## config.mk

```make
export PLATFORM = sky130hd
export DESIGN_NAME = ser9_slave
export DESIGN_NICKNAME = d
export VERILOG_FILES = /design/src/rtl/ser9_pkg.sv /design/src/rtl/ser9_sync.sv /design/src/rtl/ser9_rx.sv /design/src/rtl/ser9_tx.sv /design/src/rtl/ser9_slave.sv
export SDC_FILE = /design/constraint.sdc
export NUM_CORES = 1
export LEC_CHECK = 0
export BUFFER_PORTS_ARGS = -buffer_cell sky130_fd_sc_hd__buf_2
export CORE_ASPECT_RATIO = 1.75
export CORE_MARGIN = 2
export CORE_UTILIZATION = 59
export DETAILED_ROUTE_END_ITERATION = 10
export PLACE_DENSITY = 0.84
export SLEW_MARGIN = 30
export SYNTH_ARGS = -nofsm -noshare
export SYNTH_HDL_FRONTEND = slang
export SYNTH_SLANG_ARGS = --single-unit
```

## constraint.sdc

```tcl
create_clock -name clk -period 4.9 [get_ports clk]
set_input_delay 0.98 -clock clk [delete_from_list [all_inputs] [get_ports clk]]
set_output_delay 0.98 -clock clk [all_outputs]
set_load 0.005 [all_outputs]
```

## src/rtl/ser9_pkg.sv

```systemverilog
package ser9_pkg;

  localparam int WORD_BITS = 9;
  localparam int BYTE_BITS = WORD_BITS - 1;

  // Read-back pattern: command word, byte bit 7 set, bit 6 clear, bit 0 set.
  function automatic logic is_read_req(input logic is_data, input logic [BYTE_BITS-1:0] b);
    return (!is_data) && b[BYTE_BITS-1] && !b[BYTE_BITS-2] && b[0];
  endfunction

  function automatic logic [BYTE_BITS-1:0] pick_read(input logic sel,
                                                     input logic [BYTE_BITS-1:0] id,
                                                     input logic [BYTE_BITS-1:0] st);
    return sel ? st : id;
  endfunction

endpackage

```

## src/rtl/ser9_sync.sv

```systemverilog
module ser9_sync #(
  parameter int          WIDTH   = 3,
  parameter int          STAGES  = 2,
  parameter logic [WIDTH-1:0] RST_VAL = '0
) (
  input  logic             clk,
  input  logic             rst_n,
  input  logic [WIDTH-1:0] din,
  output logic [WIDTH-1:0] dout
);

  generate
    if (STAGES == 0) begin : g_pass
      assign dout = din;
    end else begin : g_chain
      logic [WIDTH-1:0] stg [STAGES];
      always_ff @(posedge clk or negedge rst_n) begin
        if (!rst_n) begin
          for (int k = 0; k < STAGES; k++) stg[k] <= RST_VAL;
        end else begin
          stg[0] <= din;
          for (int k = 1; k < STAGES; k++) stg[k] <= stg[k-1];
        end
      end
      assign dout = stg[STAGES-1];
    end
  endgenerate

endmodule

```

## src/rtl/ser9_rx.sv

```systemverilog
module ser9_rx
  import ser9_pkg::*;
(
  input  logic                 clk,
  input  logic                 rst_n,
  input  logic                 cs_idle,
  input  logic                 rise,
  input  logic                 sdin_s,
  input  logic                 hold,
  output logic                 wr_valid,
  output logic                 wr_is_data,
  output logic [BYTE_BITS-1:0] wr_byte,
  output logic                 rd_req
);

  localparam int CNT_W = $clog2(WORD_BITS);
  localparam logic [CNT_W-1:0] LAST = CNT_W'(WORD_BITS - 1);

  logic [CNT_W-1:0]     bit_cnt;
  logic [BYTE_BITS-1:0] acc;
  logic                 take_bit;
  logic                 word_done;
  logic [BYTE_BITS-1:0] next_byte;

  assign take_bit  = rise && !hold && !cs_idle;
  assign word_done = take_bit && (bit_cnt == LAST);
  assign next_byte = {acc[BYTE_BITS-2:0], sdin_s};

  always_ff @(posedge clk or negedge rst_n) begin
    if (!rst_n) begin
      bit_cnt    <= '0;
      acc        <= '0;
      wr_valid   <= 1'b0;
      wr_is_data <= 1'b0;
      wr_byte    <= '0;
      rd_req     <= 1'b0;
    end else if (cs_idle) begin
      bit_cnt  <= '0;
      acc      <= '0;
      wr_valid <= 1'b0;
      rd_req   <= 1'b0;
    end else begin
      wr_valid <= 1'b0;
      rd_req   <= 1'b0;
      if (word_done) begin
        wr_valid   <= 1'b1;
        wr_is_data <= acc[BYTE_BITS-1];
        wr_byte    <= next_byte;
        rd_req     <= is_read_req(acc[BYTE_BITS-1], next_byte);
        bit_cnt    <= '0;
        acc        <= '0;
      end else if (take_bit) begin
        acc     <= next_byte;
        bit_cnt <= bit_cnt + 1'b1;
      end
    end
  end

  // counter never runs past the last bit of a word
  p_cnt_bound_r2: assert property (@(posedge clk) disable iff (!rst_n)
    bit_cnt <= LAST) else $error("bit counter out of range");

  // strobe lasts a single clock
  p_single_strobe_r2: assert property (@(posedge clk) disable iff (!rst_n)
    wr_valid |=> !wr_valid) else $error("strobe longer than one clock");

  // an idle select leaves the frame empty
  p_cs_clears_r4: assert property (@(posedge clk) disable iff (!rst_n)
    cs_idle |=> (bit_cnt == '0) && !wr_valid) else $error("frame not cleared by select");

endmodule

```

## src/rtl/ser9_tx.sv

```systemverilog
module ser9_tx
  import ser9_pkg::*;
(
  input  logic                 clk,
  input  logic                 rst_n,
  input  logic                 cs_idle,
  input  logic                 rise,
  input  logic                 fall,
  input  logic                 start,
  input  logic                 sel,
  input  logic [BYTE_BITS-1:0] id_in,
  input  logic [BYTE_BITS-1:0] st_in,
  output logic                 oe_q,
  output logic                 sd,
  output logic                 busy
);

  localparam int LEFT_W = $clog2(BYTE_BITS + 1);

  logic                 pend;
  logic [BYTE_BITS-1:0] sh;
  logic [LEFT_W-1:0]    left;

  assign sd   = sh[BYTE_BITS-1];
  assign busy = pend || oe_q;

  always_ff @(posedge clk or negedge rst_n) begin
    if (!rst_n) begin
      pend <= 1'b0;
      oe_q <= 1'b0;
      sh   <= '0;
      left <= '0;
    end else if (cs_idle) begin
      pend <= 1'b0;
      oe_q <= 1'b0;
      sh   <= '0;
      left <= '0;
    end else begin
      if (start) pend <= 1'b1;
      if (pend && fall) begin
        sh   <= pick_read(sel, id_in, st_in);
        oe_q <= 1'b1;
        left <= LEFT_W'(BYTE_BITS);
        pend <= 1'b0;
      end else if (oe_q) begin
        if (rise && left != '0) left <= left - 1'b1;
        if (fall) begin
          if (left == '0) oe_q <= 1'b0;
          else            sh   <= {sh[BYTE_BITS-2:0], 1'b0};
        end
      end
    end
  end

  // driver switches on only at a falling serial edge
  p_oe_on_fall_r8: assert property (@(posedge clk) disable iff (!rst_n)
    $rose(oe_q) |-> $past(fall)) else $error("driver enabled off a falling edge");

  // output bit holds between falling edges
  p_bit_stable_r8: assert property (@(posedge clk) disable iff (!rst_n)
    (oe_q && $past(oe_q) && !$past(fall)) |-> $stable(sd)) else $error("output bit moved");

  // idle select turns the driver off
  p_cs_drops_oe_r10: assert property (@(posedge clk) disable iff (!rst_n)
    cs_idle |=> !oe_q && !pend) else $error("driver survived select release");

endmodule

```

## src/rtl/ser9_slave.sv

```systemverilog
module ser9_slave
  import ser9_pkg::*;
#(
  parameter int SYNC_STAGES = 2
) (
  input  logic                 clk,
  input  logic                 rst_n,
  input  logic                 cs_n,
  input  logic                 sclk,
  input  logic                 sdin,
  input  logic                 rd_sel,
  input  logic [BYTE_BITS-1:0] id_byte,
  input  logic [BYTE_BITS-1:0] status_byte,
  output logic                 wr_valid,
  output logic                 wr_is_data,
  output logic [BYTE_BITS-1:0] wr_byte,
  output logic                 sdout,
  output logic                 sdout_oe
);

  logic [2:0] syn;
  logic       cs_idle, sclk_s, sdin_s, sclk_d;
  logic       rise_ev, fall_ev;
  logic       rd_req, tx_busy, oe_q, sd;

  ser9_sync #(.WIDTH(3), .STAGES(SYNC_STAGES), .RST_VAL(3'b100)) u_sync (
    .clk(clk), .rst_n(rst_n), .din({cs_n, sclk, sdin}), .dout(syn));

  assign cs_idle = syn[2];
  assign sclk_s  = syn[1];
  assign sdin_s  = syn[0];

  always_ff @(posedge clk or negedge rst_n) begin
    if (!rst_n) sclk_d <= 1'b0;
    else        sclk_d <= sclk_s;
  end

  assign rise_ev = sclk_s && !sclk_d;
  assign fall_ev = !sclk_s && sclk_d;

  ser9_rx u_rx (
    .clk(clk), .rst_n(rst_n), .cs_idle(cs_idle), .rise(rise_ev), .sdin_s(sdin_s),
    .hold(tx_busy), .wr_valid(wr_valid), .wr_is_data(wr_is_data),
    .wr_byte(wr_byte), .rd_req(rd_req));

  ser9_tx u_tx (
    .clk(clk), .rst_n(rst_n), .cs_idle(cs_idle), .rise(rise_ev), .fall(fall_ev),
    .start(rd_req), .sel(rd_sel), .id_in(id_byte), .st_in(status_byte),
    .oe_q(oe_q), .sd(sd), .busy(tx_busy));

  // Raw select gates the driver so release takes effect without waiting for sync.
  assign sdout_oe = oe_q && !cs_n;
  assign sdout    = sdout_oe ? sd : 1'b0;

  // no write strobe while the read driver is on
  p_no_strobe_read_r9: assert property (@(posedge clk) disable iff (!rst_n)
    oe_q |-> !wr_valid) else $error("strobe during read");

  // a read request is always a command word
  p_req_is_cmd_r7: assert property (@(posedge clk) disable iff (!rst_n)
    rd_req |-> wr_valid && !wr_is_data) else $error("read request on a data word");

endmodule

```

* Word level (Yosys, flattened, before mapping)
Cells that the tools add are included.
** Storage, ports and cells
- Register bits :: 44
- Input port bits :: 22
- Output and inout bits :: 12
- Logic and storage cells :: 76
** Cells by class
- $add $sub $neg :: 2
- Eq/ne operators :: 2
- Multiplexer cells :: 29
- Bitwise gates (word level) :: 1
- Reduce and logical (&&, ||, !) cells :: 29
** Operators with widths (count)
- $mux W8 :: 9
- $mux W4 :: 7
- $reduce_bool A3 Y1 :: 5
- $mux W1 :: 13
- $logic_and A1 B1 Y1 :: 11
- $logic_not A1 Y1 :: 7
- $add A4 B1 Y4 const B :: 1
- $eq A4 B4 Y1 const B :: 1
- $logic_not A4 Y1 :: 1
- $reduce_and A2 Y1 :: 2
- $reduce_bool A4 Y1 :: 1
- $sub A4 B1 Y4 const B :: 1
- $ne A3 B2 Y1 const B :: 1
- $reduce_and A3 Y1 :: 1
- $logic_or A1 B1 Y1 :: 1
- $not A1 Y1 :: 1

* Depth between registers and ports, before layout
- Depth after elaboration :: 7
- Depth in mapped cells :: 6
- Depth with buffers taken out :: 6

* Modules after synthesis
A second synthesis with hierarchy kept.
** Second synthesis, totals
- Cells, all modules :: 172
- Area total of the unflattened synthesis :: 2005.7 um^2
** By module, submodules not included
- ser9_rx :: times used 1, cells each 68, area each 945.9 um^2, seq. area each 575.6 um^2
- ser9_tx :: times used 1, cells each 90, area each 829.5 um^2, seq. area each 350.3 um^2
- ser9_sync :: times used 1, cells each 9, area each 175.2 um^2, seq. area each 152.6 um^2
- ser9_slave :: times used 1, cells each 5, area each 55.1 um^2, seq. area each 25.0 um^2

* Worst setup path before layout
Ideal clock, no wire load.
- Path kind :: input-to-output
- From :: in cs_n
- To :: out sdout
- Data arrival time :: 1274 ps
- Data required time :: 3920 ps
- Slack :: 2646 ps
- Stages on the path :: 2
- Buffers on the path :: 0
- Path through :: nor2b_1 and2_1
** Between the ends
- Longest elaborated chain between the ends :: 3
** Ends and longest elaborated chain
- start: declaration :: RTL line ser9_slave.sv:8 : input logic cs_n,
- $logic_not A1 Y1 :: RTL line ser9_slave.sv:52 : assign sdout_oe = oe_q && !cs_n;
- $logic_and A1 B1 Y1 :: RTL line ser9_slave.sv:52
- $mux W1 :: RTL line ser9_slave.sv:53 : assign sdout = sdout_oe ? sd : 1'b0;
- end: declaration :: RTL line ser9_slave.sv:17 : output logic sdout,
No other way between the ends.

* Worst setup path after layout
Ends and elaborated chain as after synthesis.

==> out/metrics.csv <==
metric,value,unit
place_area,2120,um2
dp_hpwl,2.68,mm
clkLatencyLatePin,300,ps
crit_required,3920,ps
holdWs,367,ps
final_cell_mix,"42 x dfrtp_1, 32 x buf_2, 13 x nand2_1",
power_density,314,nW/um2
portBuffers,33,
htreeDepth,2,
path_max_fanout,2,
die_y,79.6,um
hold_viol_final,0,
syn_to_final_growth,16.0,%
cts_tree,built,
tightest_slew,745,ps
nNetsFinal,215,
grt_pass1_vias,1423,
cp.arrival,1440,ps
max_freq,413,MHz
vias_per_cell,5.70,
drc,0,
drv_slew,0,
synth_top_cell_by_area,dfrtp_1,
fin_crit,2420,ps
wl_per_cell,16.3,um
cpMaxStageDelayCell,and2_1,
synth_area_leaders,"dfrtp_1 55%, mux2_4 6.2%, mux2_2 5.8%, a22o_1 4.1%, a2bb2oi_1 3.2%",
grt_pass1_wl,6.49,mm
clk_pin_slew_worst_paths,90,ps
fillers,236,
grt_overflow,0,
dr.pass1.iters,6,
num_rows,27,
maxCapViolCount,0,
netlist.area_leader.share,54.6,%
hold_path.class,register to register,
clockBufferDepth,2,
p_leak,1.09,nW
setup-violations-final,0,
cp-end-kind,primary output,
io_pins,34,
ys.flop_type,dfrtp_1,
finalClockSkew,10.7,ps
outcome,finished clean,
die_x,47.2,um
final_area,2230,um2
ys_types,32,
avgSynthCellArea,12.5,um2
final_layout_size_suffix_gt1_share,35.3,%
finish.utilization,71.1,%
start_kind,primary input,
finalCritPeriodShare,49.4,%
ant_nets,0,
cts_root_buf,clkbuf_8,
antenna_found_initial,0,
synth-edff-count,0,
post_cts_buffers,0,
syn_inst,154,
initial_core_util,61.3,%
yosys_warnings,0,
vdd_drop_max,254,uV
async_reset_ff_share,100,%
slew_headroom,50.1,%
synth_nets,180,
finalPower,0.000701,W
layout_commonest_cell,dfrtp_1,
vias,1327,
netlist_area,1930,um2
seq_area_frac_synth,57.3,%
max_stage_delay,130,ps
die_area,3750,um2
cts_resized,0,
core,3140,um2
drt_iter0_markers,12,
clock-sinks,44,
yosys_register_bits,44,
crit_chain,"buf_2, nor2b_1, and2_1, buf_2",
rsz0062_at_grt,no,
grt_use_total,24.7,%
wl,3.80,mm
setup_tns,0,ps
place.gp.congestion,0.706,
cts_made_buffers,5,
crit_top_cell,buf_2,
diodes,0,
grt_max_degree,45,
ctsHoldBuffers,0,
critPathKind,primary input to primary output,
## worst paths after layout
check | end | from | slack, ps | depth (start not counted)
max in group asynchronous | u_sync.dout[2]$_DFF_PN1_ | rst_n | 3880 | 1
min in group asynchronous | u_sync.g_chain.stg[3]$_DFF_PN0_ | rst_n | 650 | 1
hold / removal | u_sync.dout[0]$_DFF_PN0_ | u_sync.g_chain.stg[3]$_DFF_PN0_ | 370 | 0
hold reg to reg | u_sync.dout[0]$_DFF_PN0_ | u_sync.g_chain.stg[3]$_DFF_PN0_ | 370 | 0
setup reg to reg | u_rx.wr_byte[3]$_DFFE_PN0P_ | u_tx.pend$_DFFE_PN0P_ | 2790 | 4
setup / recovery | sdout | cs_n | 2480 | 4
## area by class of cell
| cell class | count | area [um2] | area share (%) |
|---|---|---|---|
| sequential | 44 | 1100 | 49.4 |
| multi-input combinational | 99 | 771 | 34.5 |
| timing repair buffer | 33 | 168 | 7.50 |
| clock buffer | 5 | 68.8 | 3.08 |
| tap | 43 | 53.8 | 2.41 |
| clock inverter | 3 | 47.5 | 2.13 |
| inverter | 6 | 22.5 | 1.01 |
## Yosys cell counts, types with 2 or more instances
library cell,number
a2bb2oi_1,7
nand2_1,13
inv_1,6
nand3_1,5
ha_1,4
a22o_1,9
nand3b_1,2
dfstp_2,2
xnor2_1,4
a21oi_1,3
and3_2,2
mux2_2,10
dfrtp_1,42
nor2b_1,2
mux2_4,8
nor3b_1,2
buf_2,2
nor2_1,9
o21ai_0,9
## flip-flops by register name, indices dropped and copies added, names as in the netlist, 3 cells and up
| signal | cells |
|---|---|
| u_tx.sh | 8 |
| u_rx.wr_byte | 8 |
| u_sync.g_chain.stg | 3 |
| u_sync.dout | 3 |
| u_rx.bit_cnt | 4 |
| u_rx.acc | 8 |
| u_tx.left | 4 |
## worst max-delay path: cells and delay by family
kind                   cells  cell delay, ps
AND/OR/NAND/NOR            2             250
buffers and inverters      2             210
## per-layer routing
layer / vias up / part of all wire (%) / GRT usage (%)
met5: - / 0 / 0
met4: 0 / 2.4 / 10.8
met3: 12 / 5.1 / 6.11
met2: 49 / 56 / 42.5
met1: 653 / 36 / 27.3
li1: 613 / - / -
## logic make-up (layout without fill, tap and decap cells)
| family | Yosys count | in the layout | share of synthesized area, % |
|---|---|---|---|
| flops | 44 | 44 | 57.3 |
| simple gates | 42 | 42 | 11.8 |
| compound gates | 30 | 30 | 11.2 |
| mux | 19 | 19 | 12.6 |
| buf+inv | 11 | 47 | 2.66 |
| fa+ha+maj | 4 | 4 | 2.60 |
| xor+xnor | 4 | 4 | 1.82 |
## power breakdown
part / leakage (nW) / switching, W / internal, W
combinational: 0.443 / 0.0000218 / 0.0000192
clock: 0.0583 / 0.000128 / 0.000154
sequential: 0.585 / 0.00000634 / 0.000372
## metrics by stage
stage	worst slack, ps	instances
floorplan	2650	154
global placement	2500	225
detailed placement	2480	225
CTS	2480	233
global route	2460	233
finish	2480	233
Power figures use the tool's default switching activity.
